===== config.mk =====
export PLATFORM = sky130hd
export DESIGN_NAME = dma_cmd_front
export DESIGN_NICKNAME = d
export VERILOG_FILES = /design/src/rtl/dma_cmd_pkg.sv /design/src/rtl/strobe_edge.sv /design/src/rtl/addr_ctr.sv /design/src/rtl/dma_cmd_front.sv
export SDC_FILE = /design/constraint.sdc
export NUM_CORES = 1
export LEC_CHECK = 0
export BUFFER_PORTS_ARGS = -buffer_cell sky130_fd_sc_hd__buf_2
export CAP_MARGIN = 5
export CORE_UTILIZATION = 35
export CTS_BUF_LIST = sky130_fd_sc_hd__clkbuf_8
export CTS_CLUSTER_SIZE = 20
export DETAILED_ROUTE_END_ITERATION = 6
export GPL_TIMING_DRIVEN = 0
export PLACE_DENSITY = 0.58
export SYNTH_ARGS = -nofsm -noshare
export SYNTH_HDL_FRONTEND = slang
export SYNTH_SLANG_ARGS = --single-unit
export TNS_END_PERCENT = 20

===== constraint.sdc =====
create_clock -name clk -period 4.7 [get_ports clk]
set_input_delay 0.47 -clock clk [delete_from_list [all_inputs] [get_ports clk]]
set_output_delay 0.47 -clock clk [all_outputs]
set_load 0.01 [all_outputs]

===== src/rtl/dma_cmd_pkg.sv =====
package dma_cmd_pkg;

    // functions a captured state applies to later data strobes
    typedef struct packed {
        logic ld_up;
        logic ld_mid;
        logic ld_low;
        logic fifo;
        logic stat;
    } dsel_t;

    // full decode of a state byte (bit 7 is not a function select)
    typedef struct packed {
        logic  go;
        logic  long_sel;
        dsel_t sel;
    } cmd_t;

    localparam dsel_t DSEL_NONE = '0;

    function automatic cmd_t decode_cmd(input logic [6:0] b);
        cmd_t c;
        c.go         = ~b[0];
        c.sel.ld_low = ~b[1];
        c.sel.ld_mid = ~b[2];
        c.sel.fifo   = ~b[3];
        c.sel.stat   = ~b[4];
        c.long_sel   = b[5];
        c.sel.ld_up  = ~b[6];
        return c;
    endfunction

    function automatic logic cmd_illegal(input cmd_t c, input logic busy);
        logic any_ld;
        any_ld = c.sel.ld_low | c.sel.ld_mid | c.sel.ld_up;
        return (c.sel.fifo & c.sel.stat) | (c.sel.fifo & c.go) |
               (c.sel.stat & any_ld) | (c.go & busy);
    endfunction

    function automatic logic [7:0] status_byte(input logic dir, input logic err,
                                               input logic dflag, input logic busy);
        return {dir, 4'b0000, err, dflag, busy};
    endfunction

endpackage


===== src/rtl/strobe_edge.sv =====
module strobe_edge (
    input  logic clk,
    input  logic rst,
    input  logic stb_n,
    output logic fall,
    output logic held
);
    logic [2:0] sync_q;

    always_ff @(posedge clk) begin
        if (rst) sync_q <= 3'b111;
        else     sync_q <= {sync_q[1:0], stb_n};
    end

    assign held = ~sync_q[1];
    assign fall = sync_q[2] & ~sync_q[1];
endmodule


===== src/rtl/addr_ctr.sv =====
module addr_ctr #(
    parameter int AW = 23
) (
    input  logic          clk,
    input  logic          rst,
    input  logic [7:0]    din,
    input  logic          ld_low,
    input  logic          ld_mid,
    input  logic          ld_up,
    input  logic          inc,
    output logic [AW-1:0] addr,
    output logic          dir
);
    localparam int UW = AW - 16;

    always_ff @(posedge clk) begin
        if (rst) begin
            addr <= '0;
            dir  <= 1'b0;
        end else if (ld_low | ld_mid | ld_up) begin
            if (ld_low) addr[7:0]  <= din;
            if (ld_mid) addr[15:8] <= din;
            if (ld_up) begin
                addr[AW-1:16] <= din[UW-1:0];
                dir           <= din[7];
            end
        end else if (inc) begin
            addr <= addr + AW'(1);
        end
    end
endmodule


===== src/rtl/dma_cmd_front.sv =====
module dma_cmd_front
    import dma_cmd_pkg::*;
#(
    parameter int AW         = 23,
    parameter int LONG_WORDS = 256
) (
    input  logic          clk,
    input  logic          rst,
    input  logic          state_stb_n,
    input  logic          data_stb_n,
    input  logic [7:0]    bus_in,
    output logic [7:0]    bus_out,
    output logic          bus_oe,
    output logic          fifo_push,
    output logic [7:0]    fifo_wdata,
    output logic          fifo_pop,
    input  logic [7:0]    fifo_rdata,
    input  logic          beat_ack,
    output logic          xfer_start,
    output logic          xfer_busy,
    output logic          xfer_long,
    output logic          xfer_done,
    output logic [AW-1:0] host_addr,
    output logic          host_rd,
    output logic          cmd_err
);
    localparam int BW = $clog2(LONG_WORDS + 1);

    logic [1:0] stb_n_vec, fall_vec, held_vec;
    assign stb_n_vec = {data_stb_n, state_stb_n};

    for (genvar i = 0; i < 2; i++) begin : g_stb
        strobe_edge u_edge (
            .clk  (clk),
            .rst  (rst),
            .stb_n(stb_n_vec[i]),
            .fall (fall_vec[i]),
            .held (held_vec[i])
        );
    end

    logic  s_fall, d_act, d_held;
    cmd_t  nxt;
    logic  nxt_bad;
    dsel_t cur;
    logic  done_flag;
    logic  step;
    logic [BW-1:0] beat_cnt, beat_last;

    assign s_fall    = fall_vec[0];
    assign d_act     = fall_vec[1] & ~held_vec[0];
    assign d_held    = held_vec[1];
    assign nxt       = decode_cmd(bus_in[6:0]);
    assign nxt_bad   = cmd_illegal(nxt, xfer_busy);
    assign step      = xfer_busy & beat_ack;
    assign beat_last = xfer_long ? BW'(LONG_WORDS - 1) : '0;

    addr_ctr #(.AW(AW)) u_addr (
        .clk   (clk),
        .rst   (rst),
        .din   (bus_in),
        .ld_low(d_act & cur.ld_low),
        .ld_mid(d_act & cur.ld_mid),
        .ld_up (d_act & cur.ld_up),
        .inc   (step),
        .addr  (host_addr),
        .dir   (host_rd)
    );

    always_ff @(posedge clk) begin
        if (rst) begin
            cur        <= DSEL_NONE;
            cmd_err    <= 1'b0;
            xfer_busy  <= 1'b0;
            xfer_long  <= 1'b0;
            xfer_start <= 1'b0;
            xfer_done  <= 1'b0;
            done_flag  <= 1'b0;
            beat_cnt   <= '0;
            fifo_push  <= 1'b0;
            fifo_pop   <= 1'b0;
            fifo_wdata <= '0;
        end else begin
            xfer_start <= 1'b0;
            xfer_done  <= 1'b0;
            fifo_push  <= 1'b0;
            fifo_pop   <= 1'b0;
            if (step) begin
                if (beat_cnt == beat_last) begin
                    xfer_busy <= 1'b0;
                    xfer_done <= 1'b1;
                    done_flag <= 1'b1;
                end else begin
                    beat_cnt <= beat_cnt + BW'(1);
                end
            end
            if (s_fall) begin
                if (nxt_bad) begin
                    cmd_err <= 1'b1;
                end else begin
                    cmd_err <= 1'b0;
                    cur     <= nxt.sel;
                    if (nxt.go) begin
                        xfer_start <= 1'b1;
                        xfer_busy  <= 1'b1;
                        xfer_long  <= nxt.long_sel;
                        beat_cnt   <= '0;
                        done_flag  <= 1'b0;
                    end
                end
            end else if (d_act && cur.fifo) begin
                if (host_rd) begin
                    fifo_pop <= 1'b1;
                end else begin
                    fifo_push  <= 1'b1;
                    fifo_wdata <= bus_in;
                end
            end
        end
    end

    assign bus_oe  = d_held & (cur.stat | (cur.fifo & host_rd));
    assign bus_out = !bus_oe  ? 8'h00 :
                     cur.stat ? status_byte(host_rd, cmd_err, done_flag, xfer_busy) :
                                fifo_rdata;
endmodule


# After elaboration in Yosys (flattened, before gate mapping)
# Cells that the tools add are included.
# Widths: inputs -> output; s select.
[op_classes]
addsub = 2
eq_ne = 4
muxes = 28
bitwise = 34
reduce_logical = 12
[ops]
columns = ["operator", "count"]
rows = [
  ["$mux 23", 2],
  ["$mux 9", 5],
  ["$mux 8", 5],
  ["$add 23x1->23 const B", 1],
  ["$mux 1", 15],
  ["$and 1x1->1", 13],
  ["$not 1->1", 13],
  ["$reduce_and 2->1", 5],
  ["$add 9x1->9 const B", 1],
  ["$eq 9x8->1", 1],
  ["$or 1x1->1", 8],
  ["$mux 7", 1],
  ["$ne 2x1->1 const B", 3],
  ["$reduce_and 3->1", 2],
  ["$reduce_or 3->1", 2],
  ["$reduce_bool 2->1", 1],
  ["$reduce_or 2->1", 1],
  ["$logic_and 1x1->1", 1],
]
[totals]
ff_bits = 60

# Depth between registers and ports, before layout
[depth]
word_depth = 8
ltp_mapped = 8
mapped_depth_nobuf = 6

# Cells and area by module
# A second synthesis with hierarchy kept.
[unflattened]
hier_cells = 372
hier_area_um2 = 3099.2
[by_module_without_submodules]
columns = ["mod", "n_inst", "cells_each", "area_per_inst_um2"]
rows = [
  ["addr_ctr", 1, 198, 1502.7],
  ["dma_cmd_front", 1, 158, 1418.9],
  ["strobe_edge", 2, 8, 88.8],
]

# Worst setup path before layout
# No wires, ideal clock.
[synth_path]
path_kind = "register -> register"
startpoint = "register u_addr.addr[0]"
endpoint = "register u_addr.addr[20]"
setup_time_ns = 0.079
arrival_ns = 1.835
required_ns = 4.621
path_slack_ns = 2.786
path_stages_with_launch = 7
path_buffers = 0
synth_period_minus_slack_ns = 1.914
cell_sequence = "dfxtp_1 -> ha_1 -> nand3_1 -> nor4_4 -> nand3_1 -> or4_1 -> o211ai_1"
[synth_via]
elab_chain_cells = 3
[synth_rtl]
columns = ["element", "line", "rtl"]
rows = [
  ["from (decl)", "addr_ctr.sv:11", "output logic [AW-1:0] addr,"],
  ["from (signal assigned)", "addr_ctr.sv:21", "if (ld_low) addr[7:0] <= din;"],
  ["from (signal, indexed assignment)", "addr_ctr.sv:24", "addr[AW-1:16] <= din[UW-1:0];"],
  ["from (signal assigned)", "addr_ctr.sv:28", "addr <= addr + AW'(1);"],
  ["$add 23x1->23", "addr_ctr.sv:28", ""],
  ["$mux 23", "addr_ctr.sv:27", "end else if (inc) begin"],
  ["$mux 23", "addr_ctr.sv:20", "end else if (ld_low | ld_mid | ld_up) begin"],
]
# Every way passes these cells. The select of a mux whose other input is x is not followed.
# A chain may end at the register's enable or synchronous reset.

# Worst setup path after layout
[layout_path]
startpoint = "register cur[0] (netlist name)"
endpoint = "output port bus_out[6]"
[layout_via]
elab_chain_cells = 3
[layout_rtl]
columns = ["element", "line", "rtl"]
rows = [
  ["from (decl)", "dma_cmd_front.sv:45", "dsel_t cur;"],
  ["from (signal assigned)", "dma_cmd_front.sv:102", "cur <= nxt.sel;"],
  ["$or 1x1->1", "dma_cmd_front.sv:122", "assign bus_oe = d_held & (cur.stat | (cur.fifo & host_rd));"],
  ["$and 1x1->1", "dma_cmd_front.sv:122", ""],
  ["$mux 8 *", "dma_cmd_front.sv:123", "assign bus_out = !bus_oe ? 8'h00 :"],
  ["to (decl)", "dma_cmd_front.sv:12", "output logic [7:0] bus_out,"],
]
# Every way passes the cells marked *; elsewhere a longest branch is shown, timed or not.

==> reports/results.ini <==
[timing]
layout_setup_ws_ns=2.27
period_minus_slack_ns=2.43
maxSlewViolCount=0
fin_crit_sh_pct=51.7
setup_viol=0
slew_headroom_pct=59.4
hold_viol_final=0
max_freq_ghz=0.412
rsz0062_at_grt=no
tightest_slew_ns=0.604
hold_ws_ns=0.312
setup_tns_ns=0
skew_ns=0.0108

[clocking]
cts_tree=done
cts_setup_buffers=0
clkSinkCount=60
postCtsResizedCells=0
insertion_delay_ns=0.34
cts_max_path_buffers=2
hold_buffers=0
numCtsBuffers=9
htree_levels=3
path_clk_slew_ns=0.07
cts_root_buf=clkbuf_8

[synthesis]
syn_nets=410
synth_area_per_cell_sq_um=7.96
synthTopCellsByArea=dfxtp_1 39%, a21oi_1 6.0%, nor2_1 5.7%
yosysTopAreaCellShare_pct=39.0
yosys.cell_types.count=60
async_reset_ff_share_pct=0
yosys-top-cells-count=60 x dfxtp_1, 47 x nor2_1, 43 x nand2_1
synth_area_leader_cell=dfxtp_1
ys.flop_type=dfxtp_1
netlist_instances=387
yosysSeqAreaShare_pct=39.0
yosys_warnings=0
synth-seq-cells=60
netlist_area_sq_mm=0.00308
synth_edf_count=0
synth_most_common_cell=dfxtp_1

[setup_path]
path_delay_family=buffers and inverters
crit_chain=clkbuf_1 > a21oi_1 > or2_2 > clkbuf_1 > nor2_1 > and2_1 > buf_2
cp_num_cells=7
cp-end-kind=output port
cp_max_fo=7
cp_data_required_time_ns=4.23
r2r_cells=6
r2r_end=u_addr.addr[20]$_SDFFE_PP0P_
start_kind=register
critical_path_class=register to output port
crit_end=bus_out[6]
crit_top_cell=clkbuf_1
crit_start=cur[0]$_SDFFE_PP0P_
critPathBufInv=3
cp_slowest_cell=clkbuf_1
critPathMaxStageDelay_ns=0.35
rrSetupSlack_ns=2.50
cp_data_arrival_time_ns=1.96
r2r-start=u_addr.addr[0]$_SDFFE_PP0P_

[final_layout]
drive_gt1_share_pct=22.7
area_growth_pct=21.9
num-fill-cells=894
stdcell_count=576
nets=489
antenna_cells=0

[place]
port_buffers=68
placed_cells=560
routabilityCongestion=0.867
dp_hpwl_microns=6840
place_ws_ns=2.52

[global_route]
gr-total-overflow=0
grt_pass1_vias=3001
grt_max_degree=13
antenna_found_initial=0
grt_pass1_wl_microns=15300
grt_usage_pct=22.1

[floorplan]
num_rows=33
ioPinCount=69
die_x_microns=95.8
design.core.area_sq_mm=0.00838
chipHeight_microns=95.8
dieArea_sq_mm=0.00918
start_util_pct=36.8

[run]
cap_violations=0

[pwr]
p_per_area_mw_per_mm2=283
p_leak_nw=1.53
irDropWorstVdd_uv=117

[route]
vias_per_cell=5.61
drtIter0Drc=127
drc_errors=0
finalWirelength_microns=9510
ant_nets=0
dr.pass1.iters=4
wire_per_inst_microns=16.5
vias=3233

[status]
outcome=completed

[min_path]
min_path_type=input port to register

-- layout by cell type, fill, tap and decap left out, types with 4 or more instances in the layout --
cell type / n
nand2_1: 43
o211ai_1: 4
a21oi_1: 37
nand4_1: 8
mux2i_1: 7
nor3_1: 9
o31ai_1: 4
and2_1: 9
and3_1: 7
nand3_1: 16
o22ai_1: 6
clkbuf_8: 9
nor2_1: 47
or4_1: 4
dfxtp_1: 60
clkbuf_1: 14
o21ai_0: 21
or2_2: 7
inv_1: 4
a211oi_1: 8
clkinv_4: 4
buf_2: 73
a31oi_1: 4
or3_1: 6
-- metrics by stage --
step	cell area [sq um]	power [W]	utilization, %
floorplan	3080	0.000567	-
global placement	3550	0.000600	42.4
detailed placement	3550	0.000601	42.4
CTS	3750	0.00107	44.8
global route	3750	0.00110	44.8
finish	3750	0.00106	44.8
-- worst reg2reg max path: cells and delay by family (launching register included) --
family	cells	cell delay, ns
flops	1	0.50
compound gates	1	0.10
simple gates	4	1.25
fa+ha+maj	1	0.26
-- cells by family after synthesis --
kind of cell,count (synthesis),synth area share [%]
AO/OA/AOI/OAI,108,22.2
buffers and inverters,24,3.25
multiplexers,7,2.27
adder cells (fa/ha/maj),2,0.812
AND/OR/NAND/NOR,180,30.8
flip-flops,60,39.0
XOR/XNOR,6,1.71
-- layer usage --
metal / vias to the layer above / track usage [%] / wire, microns
met5: - / 0 / 0
li1: 1581 / - / -
met2: 112 / 35.6 / 4380
met4: 0 / 7.96 / 70
met3: 7 / 4.90 / 688
met1: 1533 / 28.8 / 4370
-- worst min-delay path by stage --
stage / startpoint / end / cells past startpoint
after floorplan: g_stb[0].u_edge.sync_q[0]$_SDFF_PP1_ / g_stb[0].u_edge.sync_q[1]$_SDFF_PP1_ / 1
after CTS: state_stb_n / g_stb[0].u_edge.sync_q[0]$_SDFF_PP1_ / 2
final: data_stb_n / g_stb[1].u_edge.sync_q[0]$_SDFF_PP1_ / 2
after global routing: state_stb_n / g_stb[0].u_edge.sync_q[0]$_SDFF_PP1_ / 2
after global placement: g_stb[1].u_edge.sync_q[0]$_SDFF_PP1_ / g_stb[1].u_edge.sync_q[1]$_SDFF_PP1_ / 1
after detailed placement: g_stb[0].u_edge.sync_q[0]$_SDFF_PP1_ / g_stb[0].u_edge.sync_q[1]$_SDFF_PP1_ / 1
-- area by class of cell --
class / instances / area, sq um / area share [%]
Buffer: 20 / 85.1 / 2.27
Clock inverter: 7 / 77.6 / 2.07
Tap cell: 105 / 131 / 3.50
Sequential cell: 60 / 1200 / 32.0
Clock buffer: 9 / 124 / 3.30
Timing Repair Buffer: 68 / 340 / 9.07
Inverter: 4 / 15.0 / 0.400
Multi-Input combinational cell: 303 / 1780 / 47.4
-- where the power goes --
part           leakage (nW)   total, W  switching, W  internal, W
Clock                0.0994   0.000472      0.000225     0.000247
Combinational         0.946  0.0000665     0.0000435    0.0000230
Sequential            0.485   0.000523    0.00000756     0.000515
-- sequential cells by signal (all words and copies together) (netlist names), 5 cells and up --
signal               flops
beat_cnt                 9
cur                      5
fifo_wdata               8
g_stb.u_edge.sync_q      6
u_addr.addr             23
(Power assumes the default switching activity.)
